===== config.mk =====
export PLATFORM = sky130hd
export DESIGN_NAME = bip_accum
export DESIGN_NICKNAME = d
export VERILOG_FILES = /design/src/rtl/path_bip_pkg.sv /design/src/rtl/bip_accum.sv
export SDC_FILE = /design/constraint.sdc
export NUM_CORES = 1
export LEC_CHECK = 0
export BUFFER_PORTS_ARGS = -buffer_cell sky130_fd_sc_hd__buf_4
export CAP_MARGIN = 30
export CORE_UTILIZATION = 30
export CTS_CLUSTER_DIAMETER = 80
export DETAILED_ROUTE_END_ITERATION = 7
export SETUP_SLACK_MARGIN = 0.3
export SYNTH_ARGS = -nofsm -noshare
export SYNTH_HDL_FRONTEND = slang
export SYNTH_SLANG_ARGS = --single-unit

===== constraint.sdc =====
create_clock -name clk -period 1.1 [get_ports clk]
set_input_delay 0.22 -clock clk [delete_from_list [all_inputs] [get_ports clk]]
set_output_delay 0.22 -clock clk [all_outputs]
set_load 0.02 [all_outputs]

===== src/rtl/path_bip_pkg.sv =====
package path_bip_pkg;
  localparam int BIP_W  = 8;
  localparam int ERRC_W = $clog2(BIP_W + 1);
  localparam int REI_W  = 4;

  function automatic logic [ERRC_W-1:0] bit_count(input logic [BIP_W-1:0] v);
    logic [ERRC_W-1:0] s;
    s = '0;
    for (int i = 0; i < BIP_W; i++) s = s + ERRC_W'(v[i]);
    return s;
  endfunction
endpackage


===== src/rtl/bip_accum.sv =====
module bip_accum
  import path_bip_pkg::*;
(
  input  logic             clk,
  input  logic             rst,
  input  logic             in_valid,
  input  logic [BIP_W-1:0] in_data,
  input  logic             spe_start,
  input  logic             b3_mark,
  output logic             chk_fire,
  output logic [BIP_W-1:0] err_mask
);
  logic [BIP_W-1:0] acc, prev_bip, ref_bip;
  logic             have_acc, prev_ok, ref_ok;

  always_ff @(posedge clk) begin
    if (rst) begin
      acc      <= '0;
      prev_bip <= '0;
      have_acc <= 1'b0;
      prev_ok  <= 1'b0;
    end else if (in_valid) begin
      if (spe_start) begin
        prev_bip <= acc;
        prev_ok  <= have_acc;
        have_acc <= 1'b1;
        acc      <= b3_mark ? '0 : in_data;
      end else if (have_acc && !b3_mark) begin
        acc <= acc ^ in_data;
      end
    end
  end

  // A B3 byte that shares its cycle with a start strobe checks the SPE just closed
  always_comb begin
    ref_bip  = spe_start ? acc : prev_bip;
    ref_ok   = spe_start ? have_acc : prev_ok;
    chk_fire = in_valid && b3_mark && ref_ok;
    err_mask = in_data ^ ref_bip;
  end

  // a finished SPE only becomes checkable at a qualified start strobe
  p_prev_from_start_r1: assert property (@(posedge clk) disable iff (rst)
    $rose(prev_ok) |-> $past(in_valid && spe_start));
endmodule


==> summary.txt, run 1 <==
period utilization = 122%
via count = 1011
Largest delay share family, worst path = flip-flops
layout cell share with drive strength beyond 1 = 74.1%
VDD IR max = 0.000328 V
leak pwr = 0.000678 uW
Synth cell types = 19
RSZ-0062 raised after global routing = true
Final setup viols = 17
Worst Hold Class = input pin to flip-flop
failing checks = negative setup slack
CTS Buffer Depth = 2
Worst path max stage delay = 340 ps
# rows = 21
H-tree levels = 1
ANT nets after route = 0
setup TNS = -2260 ps
crit path launch type = flip-flop
Finished Layout Cells = 204
final net count = 172
Area Overhead vs Synth = 60.6%
Final Util = 51.1%
worst-path maximum fanout = 2
post-synthesis simple-gate area fraction = 30.3%
Initial Utilization = 31.8%
die area = 0.00383 sq mm
dpl hpwl = 1820 microns
gr ovfl total = 0
ordered cell list for the critical path = mux2i_2 > xnor2_2 > buf_4
Clock transition at path regs = 110 ps
GRT Overall Usage = 16.2%
gp weighted congestion = 0.699
Die Height = 61.9 microns
number of port buffers = 21
Slew Limit Fails = 0
final setup margin = -240 ps
antenna cells = 0
first-pass GRT wire length = 4440 microns
Req. time, crit path = 880 ps
largest net degree at the start of global routing = 25
compound-cell area share of the yosys netlist = 16.5%
largest family of logic cells by synthesized area = simple AND/OR/NAND/NOR gates
Die X = 61.9 microns
Worst Path Buf+Inv = 1
Reg2Reg Setup Slack = -60 ps
Final min period = 1340 ps
outcome = finished with violations
Slowest-stage cell, CP = dfxtp_2
TritonRoute pass-1 iters = 4
Adder-Cell Fraction of Synth Area = 0%
sequential area share after synthesis = 33.4%
Num CTS Buffers = 3
Cell Pwr Density = 881 mW/mm^2
mux share of post-synthesis cell area = 8.36%
CTS tree = yes
Starting DRT DRC Count = 31
latest clock arrival within the worst-skew pair = 300 ps
max frequency = 0.746 GHz
# clock sinks = 18
core region area = 0.00339 sq mm
Setup Slack @ Placement = -196 ps
Layout Skew = 1.56 ps
# DRC = 0
initial antenna violation count = 0
vias in the first global route = 987
crit end category = output pin
crit path DAT = 1120 ps
synthesized area per cell = 9.21 sq um
mapped cell area = 0.00108 sq mm
final wirelength = 2830 microns
Post-Synth XOR/XNOR Area = 6.50%
Worst-Margin Slew = 319 ps
Mapped Cells = 117
Slew HR = 78.7%
vias per cell = 4.96
syn_nets = 130
Hold Fails Final Rpt = 0
clk root buf = clkbuf_4
num ports = 22
cts hold-fix bufs = 0
flops & latches, synth = 18
Ys Warns = 0
max-cap violations = 0
Crit Path Class = flip-flop to output pin
Avg WL per Cell = 13.9 microns
Inst Count DP = 193
-- final timing paths --
| kind | to | startpoint | depth (start not counted) |
|---|---|---|---|
| worst min-delay path | prev_bip[5] | rst | 2 |
| worst max-delay path | err_mask[0] | prev_bip[0] | 3 |
| worst min register to register | prev_ok | prev_ok | 2 |
| worst max register to register | acc[1] | have_acc | 5 |
-- report_power, final --
group          internal, uW  total (uW)  switching, uW
logic                   213         412            200
clock network           202         429            227
registers               669         683           14.7
-- cell families after synthesis --
| group | after synthesis |
|---|---|
| compound gates | 18 |
| xor+xnor | 8 |
| buf+inv | 7 |
| flops | 18 |
| mux | 9 |
| simple gates | 57 |
-- state kept, by name, summed over array words and instances (netlist names) --
register and count:
acc 8, prev_bip 8, have_acc 1, prev_ok 1
-- layout make-up --
cell class                      count  area, sq um
Multi-Input combinational cell     92          866
Sequential cell                    18          387
Timing Repair Buffer               44          384
Tap cell                           46         57.6
Fill cell                         318         1660
Clock buffer                        4         36.3
-- layer usage --
| layer | part of all wire [%] | vias up | track usage [%] | wire, microns |
|---|---|---|---|---|
| met5 | 0 | - | 0 | 0 |
| met1 | 45 | 487 | 19.1 | 1270 |
| met2 | 51 | 17 | 28.3 | 1450 |
| met4 | 2.0 | 0 | 8.25 | 57 |
| li1 | - | 501 | - | - |
| met3 | 2.1 | 6 | 2.69 | 59 |
-- stage by stage --
stage	power [uW]	hold WS, ps	instance area, sq um
after global placement	1030	453	1460
after floorplan	901	447	1190
after CTS	1510	270	1630
final	1520	276	1730
after detailed placement	1040	457	1460
after global routing	1600	283	1730
-- worst register-to-register path, delay by kind of cell, from the launching register on --
family,cells,cell delay (ps)
buf+inv,2,260
flops,1,370
compound gates,2,380
simple gates,1,50
-- cells in the mapped netlist --
cell type / number / area [sq um]
nor3b_2: 1 / 12.5
o221a_2: 8 / 90.1
xnor2_1: 8 / 70.1
buf_4: 2 / 15.0
buf_2: 2 / 10.0
nor3b_1: 7 / 52.6
o21ai_2: 1 / 8.76
and2b_1: 6 / 45.0
nand4_1: 8 / 50.1
nor2_1: 3 / 11.3
nand2_1: 19 / 71.3
mux2i_1: 9 / 90.1
and2_4: 1 / 8.76
dfxtp_1: 18 / 360
clkbuf_2: 1 / 5.00
buf_6: 2 / 22.5
nand2_2: 1 / 6.26
nor2b_1: 11 / 68.8
a21oi_2: 9 / 78.8
-- cell usage in the layout, fill, tap and decap left out, types with 4 or more instances in the layout --
cell / count
and2b_1: 6
nor3b_2: 4
nor3b_1: 4
nand2_1: 10
dfxtp_2: 15
a21oi_2: 9
buf_4: 32
xnor2_2: 8
nand4_1: 8
mux2i_4: 5
o221a_2: 8
nand2_2: 8
buf_6: 11
nor2b_1: 11
-- timing repair --
| item | CTS | global route |
|---|---|---|
| setup endpoints to repair | 17 | 23 |
| gates resized for setup | 26 | 22 |
| hold endpoints to repair | 0 | 0 |
| pin swaps | 5 | 6 |
| buffers inserted | 6 | 1 |
(Power assumes the default switching activity.)
==> inputs of run 2 (changes only) <==
clock period = 1.6 ns   (was 1.1 ns; I/O delays follow)
==> run 2 against run 1 <==
Compared with the run above:
- the run now ends clean
- wire length down 6.6%
- global-route usage fell by 1.7 points
- sequential share of layout area up 4.6 points
- sequential power decreased by 31%
- non-clock buffer count fell by 10
- die area stayed put
- core utilization down 10 points
- flip-flop and latch count is the same
==> summary.txt, run 2 (synthesized netlist as in run 1, its figures left out) <==
Starting DRT DRC Count = 27 (-13%)
Finished Layout Cells = 194 (-4.9%)
ANT nets after route = 0 (unchanged)
crit end category = output pin
first-pass GRT wire length = 3990 microns (-10%)
Hold Fails Final Rpt = 0 (unchanged)
Inst Count DP = 181 (-6.2%)
Post-DP Area = 0.00127 sq mm (-13%)
VDD IR max = 0.000190 V (-42%)
Die X = 61.9 microns (unchanged)
Worst-Margin Slew = 350 ps (+31.0 ps)
final instance area = 0.00139 sq mm (-20%)
setup TNS = 0 ps (+2260 ps)
Avg WL per Cell = 13.6 microns (-1.8%)
Layout Skew = 5.24 ps (+3.68 ps)
GRT Overall Usage = 14.5% (-1.7 points)
commonest non-fill, non-tap cell in the layout = buf_4
H-tree levels = 1 (unchanged)
dpl hpwl = 1730 microns (-5.2%)
vias in the first global route = 890 (-9.8%)
# clock sinks = 18 (unchanged)
latest clock arrival within the worst-skew pair = 300 ps (about the same)
antenna cells = 0 (unchanged)
CTS Buffer Depth = 2 (unchanged)
clk root buf = clkbuf_4
final net count = 162 (-5.8%)
period utilization = 89.6%
CTS tree = yes
Crit Path Class = flip-flop to output pin
Req. time, crit path = 1280 ps (+400 ps)
Top Registers = acc: 8 flops, prev_bip: 8 flops
Final setup viols = 0 (-17)
Slew Limit Fails = 0 (unchanged)
Initial Utilization = 31.8% (unchanged)
TritonRoute pass-1 iters = 4 (unchanged)
worst-path maximum fanout = 4 (+2)
final wirelength = 2650 microns (-6.6%)
gr ovfl total = 0 (unchanged)
initial antenna violation count = 0 (unchanged)
Area Overhead vs Synth = 28.7%
gp weighted congestion = 0.714 (+2.2%)
cts hold-fix bufs = 0 (unchanged)
layout cell share with drive strength beyond 1 = 46.6% (-27 points)
num ports = 22 (unchanged)
Final min period = 1430 ps
Worst Hold Class = input pin to flip-flop
crit path launch type = flip-flop
Clock transition at path regs = 120 ps (about the same)
Slew HR = 76.6% (-2.2 points)
max-cap violations = 0 (unchanged)
largest net degree at the start of global routing = 27 (+8.0%)
# DRC = 0 (unchanged)
most frequent cells in the layout = 34 x buf_4, 19 x nand2_1, 11 x nor2b_1
# rows = 21 (unchanged)
Num CTS Buffers = 3 (unchanged)
Cell Pwr Density = 704 mW/mm^2 (-20%)
Final Util = 40.9% (-10 points)
core region area = 0.00339 sq mm (unchanged)
number of port buffers = 21 (unchanged)
Die Height = 61.9 microns (unchanged)
via count = 963 (-4.7%)
outcome = finished, final reports clean
vias per cell = 4.96 (+0.16%)
die area = 0.00383 sq mm (unchanged)
leak pwr = 0.000537 uW (-21%)
crit path DAT = 1110 ps (about the same)
max frequency = 0.697 GHz
Tot Pwr = 977 uW (-36%)
RSZ-0062 raised after global routing = true
[run 2: cell count changes in the layout (fill, tap and decap cells not counted), sizes merged]
cell | before | now
buf | 44 | 34
[run 2: final timing paths]
check | from | to | slack, ps | cells past startpoint
min reg2reg | prev_bip[6] | prev_bip[6] | 470 | 2
max reg2reg | have_acc | acc[7] | 310 | 6
min | rst | prev_bip[0] | 390 | 2
max | acc[7] | err_mask[7] | 170 | 3
[run 2: metrics by stage]
step / worst slack (ps) / hold WS [ps]
after global routing: 89.4 / 394
after detailed placement: 159 / 456
after global placement: 191 / 455
after CTS: 159 / 384
after floorplan: 320 / 448
final: 166 / 392
[run 2: layout make-up]
type / count / area, sq um
clock buffers: 4 / 36.3
fillers: 356 / 2000
multi-input cells: 92 / 664
flip-flops and latches: 18 / 373
well taps: 46 / 57.6
repair buffers: 34 / 255
[run 2: what timing repair did]
action                     4_1_cts  5_1_grt
setup buffers                    7        2
hold endpoints to repair         0        0
pin swaps                        5        2
resized for setup                9        1
setup endpoints to repair        9        9
[run 2: metal layers]
layer / up-vias / wire length (microns) / global-route usage, % / share of wire [%]
met4: 0 / 33 / 7.62 / 1.2
li1: 475 / - / - / -
met2: 18 / 1390 / 26.1 / 52
met3: 4 / 68 / 2.48 / 2.6
met1: 466 / 1160 / 16.3 / 44
met5: - / 0 / 0 / 0
[run 2: report_power, final]
part	leakage (uW)	internal, uW	total (uW)	switching [uW]
Combinational	0.000365	100	211	111
Clock	0.0000210	139	297	159
Sequential	0.000150	461	468	6.91
Total	0.000537	700	977	276
[run 2: worst max-delay path: stages (launching register included)]
cell     delay (ps)
dfxtp_2         350
mux2i_1         160
xnor2_1         140
buf_4           160
